==> config.mk <==
export PLATFORM = sky130hd
export DESIGN_NAME = dac_cmd_bank
export DESIGN_NICKNAME = d
export VERILOG_FILES = /design/src/rtl/dac_cmd_pkg.sv /design/src/rtl/dac_cmd_decode.sv /design/src/rtl/dac_chan_reg.sv /design/src/rtl/dac_cmd_bank.sv
export SDC_FILE = /design/constraint.sdc
export NUM_CORES = 1
export LEC_CHECK = 0
export ABC_AREA = 0
export BUFFER_PORTS_ARGS = -buffer_cell sky130_fd_sc_hd__buf_4
export CAP_MARGIN = 40
export CORE_MARGIN = 2
export CORE_UTILIZATION = 45
export DETAILED_ROUTE_END_ITERATION = 8
export PLACE_DENSITY_LB_ADDON = 0.2
export SYNTH_ARGS = -nofsm -noshare
export SYNTH_HDL_FRONTEND = slang
export SYNTH_SLANG_ARGS = --single-unit
export TNS_END_PERCENT = 50
==> constraint.sdc <==
create_clock -name clk -period 1.8 [get_ports clk]
set_input_delay 0.18 -clock clk [delete_from_list [all_inputs] [get_ports clk]]
set_output_delay 0.18 -clock clk [all_outputs]
set_load 0.1 [all_outputs]
==> src/rtl/dac_cmd_pkg.sv <==
package dac_cmd_pkg;

  typedef enum logic [3:0] {
    OP_WRITE         = 4'h0,
    OP_UPDATE        = 4'h1,
    OP_WRITE_UPD_ALL = 4'h2,
    OP_WRITE_UPD     = 4'h3,
    OP_PWR_DOWN      = 4'h4,
    OP_NOP           = 4'hF
  } dac_op_e;

  localparam logic [3:0] ADDR_BCAST = 4'hF;

  // One bit per channel (up to 15): set when the address selects that channel.
  function automatic logic [15:0] chan_select(input logic [3:0] addr, input int unsigned n_ch);
    logic [15:0] m;
    m = '0;
    for (int unsigned i = 0; i < 16; i++) begin
      if (i < n_ch && (addr == ADDR_BCAST || addr == 4'(i))) m[i] = 1'b1;
    end
    return m;
  endfunction

endpackage

==> src/rtl/dac_cmd_decode.sv <==
module dac_cmd_decode
  import dac_cmd_pkg::*;
#(
  parameter int unsigned NUM_CH = 2
) (
  input  logic              clk,
  input  logic              rst_n,
  input  logic              valid,
  input  logic [3:0]        op,
  input  logic [3:0]        addr,
  output logic [NUM_CH-1:0] wr_mask,
  output logic [NUM_CH-1:0] upd_mask,
  output logic [NUM_CH-1:0] pd_mask
);

  logic [15:0]       sel_full;
  logic [NUM_CH-1:0] sel;

  assign sel_full = chan_select(addr, NUM_CH);
  assign sel      = sel_full[NUM_CH-1:0];

  always_comb begin
    wr_mask  = '0;
    upd_mask = '0;
    pd_mask  = '0;
    if (valid) begin
      case (op)
        OP_WRITE:         wr_mask = sel;
        OP_UPDATE:        upd_mask = sel;
        OP_WRITE_UPD_ALL: begin
          wr_mask  = sel;
          upd_mask = (|sel) ? '1 : '0;
        end
        OP_WRITE_UPD:     begin
          wr_mask  = sel;
          upd_mask = sel;
        end
        OP_PWR_DOWN:      pd_mask = sel;
        default:          ;
      endcase
    end
  end

  // a channel is never told to wake and sleep on one edge
  assert_upd_pd_disjoint_R7: assert property (@(posedge clk) disable iff (!rst_n)
    (upd_mask & pd_mask) == '0);

  // an unassigned address never produces a write strobe
  assert_bad_addr_no_write_R8: assert property (@(posedge clk) disable iff (!rst_n)
    (addr != ADDR_BCAST && addr >= 4'(NUM_CH)) |-> wr_mask == '0);

endmodule

==> src/rtl/dac_chan_reg.sv <==
module dac_chan_reg #(
  parameter int unsigned CODE_W = 16
) (
  input  logic              clk,
  input  logic              rst_n,
  input  logic              wr_en,
  input  logic              upd_en,
  input  logic              pd_en,
  input  logic [CODE_W-1:0] new_code,
  output logic [CODE_W-1:0] active_code,
  output logic              pwr_down
);

  logic [CODE_W-1:0] stage_q;
  logic [CODE_W-1:0] act_q;
  logic              off_q;
  logic [CODE_W-1:0] upd_src;

  // An update on the same edge as a write takes the fresh code.
  assign upd_src = wr_en ? new_code : stage_q;

  always_ff @(posedge clk or negedge rst_n) begin
    if (!rst_n) begin
      stage_q <= '0;
      act_q   <= '0;
      off_q   <= 1'b1;
    end else begin
      if (wr_en) stage_q <= new_code;
      if (upd_en) begin
        act_q <= upd_src;
        off_q <= 1'b0;
      end else if (pd_en) begin
        off_q <= 1'b1;
      end
    end
  end

  assign active_code = act_q;
  assign pwr_down    = off_q;

  // a plain write leaves the active code alone
  assert_write_keeps_active_R3: assert property (@(posedge clk) disable iff (!rst_n)
    (wr_en && !upd_en) |=> $stable(active_code));

  // any update wakes the channel
  assert_update_wakes_R4: assert property (@(posedge clk) disable iff (!rst_n)
    upd_en |=> !pwr_down);

  // write with update lands the new code in the active register
  assert_wrupd_new_code_R5: assert property (@(posedge clk) disable iff (!rst_n)
    (wr_en && upd_en) |=> active_code == $past(new_code));

  // power-down sleeps the channel and keeps its code
  assert_pd_keeps_code_R7: assert property (@(posedge clk) disable iff (!rst_n)
    (pd_en && !upd_en) |=> (pwr_down && $stable(active_code)));

endmodule

==> src/rtl/dac_cmd_bank.sv <==
module dac_cmd_bank
  import dac_cmd_pkg::*;
#(
  parameter int unsigned CODE_W = 16,
  parameter int unsigned NUM_CH = 2
) (
  input  logic                     clk,
  input  logic                     rst_n,
  input  logic                     word_valid,
  input  logic [23:0]              cmd_word,
  output logic [NUM_CH*CODE_W-1:0] active_codes,
  output logic [NUM_CH-1:0]        chan_off
);

  localparam int unsigned DROP_W = 16 - CODE_W;

  logic [3:0]        op_f;
  logic [3:0]        addr_f;
  logic [CODE_W-1:0] code_f;
  logic [NUM_CH-1:0] wr_mask;
  logic [NUM_CH-1:0] upd_mask;
  logic [NUM_CH-1:0] pd_mask;

  assign op_f   = cmd_word[23:20];
  assign addr_f = cmd_word[19:16];
  assign code_f = cmd_word[15 -: CODE_W];

  initial begin
    if (!(CODE_W == 12 || CODE_W == 14 || CODE_W == 16) || NUM_CH < 1 || NUM_CH > 15)
      $error("dac_cmd_bank: unsupported parameters, DROP_W=%0d", DROP_W);
  end

  dac_cmd_decode #(.NUM_CH(NUM_CH)) u_decode (
    .clk      (clk),
    .rst_n    (rst_n),
    .valid    (word_valid),
    .op       (op_f),
    .addr     (addr_f),
    .wr_mask  (wr_mask),
    .upd_mask (upd_mask),
    .pd_mask  (pd_mask)
  );

  for (genvar c = 0; c < NUM_CH; c++) begin : g_chan
    dac_chan_reg #(.CODE_W(CODE_W)) u_chan (
      .clk         (clk),
      .rst_n       (rst_n),
      .wr_en       (wr_mask[c]),
      .upd_en      (upd_mask[c]),
      .pd_en       (pd_mask[c]),
      .new_code    (code_f),
      .active_code (active_codes[c*CODE_W +: CODE_W]),
      .pwr_down    (chan_off[c])
    );
  end

  // no strobe, no change
  assert_idle_holds_R10: assert property (@(posedge clk) disable iff (!rst_n)
    !word_valid |=> ($stable(active_codes) && $stable(chan_off)));

  // no-op command changes nothing
  assert_nop_holds_R9: assert property (@(posedge clk) disable iff (!rst_n)
    (word_valid && op_f == OP_NOP) |=> ($stable(active_codes) && $stable(chan_off)));

  // a write-then-update-all with a valid address wakes every channel
  assert_upd_all_wakes_R6: assert property (@(posedge clk) disable iff (!rst_n)
    (word_valid && op_f == OP_WRITE_UPD_ALL && (addr_f == ADDR_BCAST || addr_f < 4'(NUM_CH)))
    |=> chan_off == '0);

endmodule

==> results.yml <==
routing:
  via_per_inst: 5.09
  drc: 0
  drtPass1Iterations: 4
  vias: 1578
  antenna_left: 0
  drtIter0Drc: 59
  routedWlPerCell_um: 16.8
  wirelength_um: 5200
status:
  run_status: "complete, no violations"
cts:
  post_cts_resized: 0
  clk_pin_slew_worst_paths_ns: 0.08
  cts_tree: "built"
  cts.sinks: 66
  cts_buffers: 9
  htree_levels: 3
  clock_latency_ns: 0.34
  clockBufferDepth: 2
  cts-root-buf: "clkbuf_8"
final_layout:
  fillers: 449
  final_cells: 310
  syn2layout_area_growth_pct: 29.6
  final_common_cell: "dfrtp_1"
  n_antenna_cell: 0
  final_nets: 257
  final_cell_mix: "dfrtp_1 (64), buf_4 (61), mux2_2 (34)"
  final_area_um2: 3570
  final_layout_size_suffix_gt1_share_pct: 66.0
timing:
  hold_viol: 0
  min_period_ns: 1.45
  relSlewSlack_pct: 45.8
  tightest_slew_ns: 0.812
  finalMaxSlewViolations: 0
  setup_slack_ns: 0.350
  rsz0062_at_grt: "no"
  fin_crit_sh_pct: 80.5
  skew_ns: 0.00961
  max_clock_freq_mhz: 690
  setup_viol: 0
pwr:
  leakage_nw: 1.85
  vdd_drop_max_uv: 891
  p_total_w: 0.00455
  powerDensity_nw_per_um2: 1280
synth:
  yosysWarnings: 0
  synth_top_area_share_pct: 58.2
  ys_seq_elements: 66
  yosys.area.top_type: "dfrtp_1"
  avgSynthCellArea_um2: 17.1
  synth_cell_types: 27
  syn_area_um2: 2750
  synth_nets: 188
  synth_area_leaders: "dfrtp_1 (58%), mux2_4 (16%), mux2_2 (14%), dfstp_2 (1.9%), o211ai_4 (1.5%)"
  syn_inst: 161
  ys_seq_area_share_pct: 60.1
worst_setup_path:
  r2r-end: "g_chan[0].u_chan.active_code[0]"
  crit_path_end_kind: "register"
  crit_path_start: "cmd_word[16]"
  cp.arrival_ns: 1.67
  path_class: "in -> reg"
  required_ns: 2.02
  cp_max_fo: 16
  cpLargestDelayFamily: "multiplexers"
  critPathBufInv: 2
  crit_path_cell_trace: "buf_4, and4_1, o211ai_4, buf_12, mux2_2, mux2_2"
  path_depth: 6
  crit_end: "g_chan[1].u_chan.active_code[15]"
  reg2reg_from: "g_chan[0].u_chan.stage_q[0]"
  crit_path_max_incr_delay_ns: 0.37
  crit_top_cell: "mux2_2"
  reg2reg_slack_ns: 0.79
  crit_path_start_kind: "input port"
  cp_slowest_cell: "mux2_2"
  rr_worst_depth: 2
die:
  fp.coreArea_um2: 5920
  die_x_um: 82.2
  placementRows: 28
  initial_core_util_pct: 46.5
  io_pins: 61
  dieHeight_um: 82.2
  die_area_um2: 6760
place:
  dpl_worst_slack_ns: -0.00718
  dp_cells: 293
  io_buffer_count: 60
  gp_congestion: 0.756
  dp_hpwl_um: 3560
  place_area_um2: 3320
hold_path:
  hold_class: "in -> reg"
grt:
  grt_pass1_wl_um: 8540
  overflow: 0
  grt_pass1_vias: 1689
  antenna_found_initial: 0
  grt_use_total_pct: 17.1
  grt_start_max_net_pins: 67
flow_run:
  maxCapViolations: 0
[cells in the mapped netlist]
cell and n:
dfrtp_1 64, mux2_2 34, mux2_4 30, buf_4 4, buf_6 3, a21oi_1 2, dfstp_2 2, nor2_1 2
o211ai_4 2, a2111oi_0 1, a31oi_1 1, and4_1 1, buf_2 1, inv_1 1, inv_2 1, nand2_1 1
nand2b_1 1, nand3_1 1, nand3b_1 1, nor3_1 1, nor3b_4 1, nor4_2 1, nor4b_2 1, o221a_2 1
o221ai_1 1, or2_2 1, or3_1 1
[metal layers]
layer  share of wire (%)  wire length [um]  vias to the layer above  track usage [%]
li1                    -                 -                      719                -
met1                  45              2340                      803             22.8
met2                  48              2480                       48             26.6
met3                 5.5               285                        8             3.59
met4                 1.9               100                        0             8.50
met5                   0                 0                        -                0
[timing repair]
item	4_1_cts	5_1_grt
setup buffers	0	0
endpoints found under the hold margin	64	0
hold buffers	1	0
[stage by stage]
stage	utilization, %	TNS (ns)	hold slack [ns]
floorplan	-	0	-0.116
global placement	56.0	0	0.308
detailed placement	56.0	-0.00718	0.330
CTS	60.3	0	0.0840
global route	60.3	0	0.0849
finish	60.3	0	0.0923
[flip-flops by register name, summed over array words and instances (netlist names)]
signal                     count
g_chan.u_chan.active_code     32
g_chan.u_chan.stage_q         32
g_chan.u_chan.pwr_down         2
[power breakdown]
group | switching (W) | leakage, nW | total, W | internal [W]
Combinational | 0.000879 | 0.849 | 0.00127 | 0.000395
Clock | 0.000556 | 0.123 | 0.00148 | 0.000919
Sequential | 0.0000882 | 0.876 | 0.00180 | 0.00171
Total | 0.00152 | 1.85 | 0.00455 | 0.00303
[layout make-up]
cell class	instances	area (um^2)	area share, %
inverter	2	7.51	0.210
timing repair buffer	66	548	15.4
sequential	66	1650	46.4
tap	75	93.8	2.63
clock buffer	9	124	3.47
clock inverter	7	118	3.30
multi-input combinational	85	1020	28.7
[worst register-to-register path: cells and delay by family, from the launching register on]
family | cells | cell delay, ns
muxes | 2 | 0.53
DFF | 1 | 0.36
[cell families after synthesis]
| kind of cell | synth area share (%) |
|---|---|
| simple gates | 3.73 |
| buf+inv | 2.77 |
| compound gates | 3.18 |
| mux | 30.3 |
| flops | 60.1 |
[worst min path at each step]
stage / slack (ns) / from / cells after the start / to
3_3_place_gp: 0.31 / rst_n / 1 / g_chan[1].u_chan.stage_q[12]
2_1_floorplan: -0.12 / rst_n / 0 / g_chan[0].u_chan.active_code[0]
4_1_cts: 0.08 / cmd_word[13] / 2 / g_chan[0].u_chan.stage_q[13]
3_5_place_dp: 0.33 / rst_n / 1 / g_chan[0].u_chan.stage_q[6]
6_report: 0.09 / cmd_word[13] / 2 / g_chan[1].u_chan.stage_q[13]
5_1_grt: 0.08 / cmd_word[7] / 2 / g_chan[0].u_chan.stage_q[7]
Power figures use the tool's default switching activity.
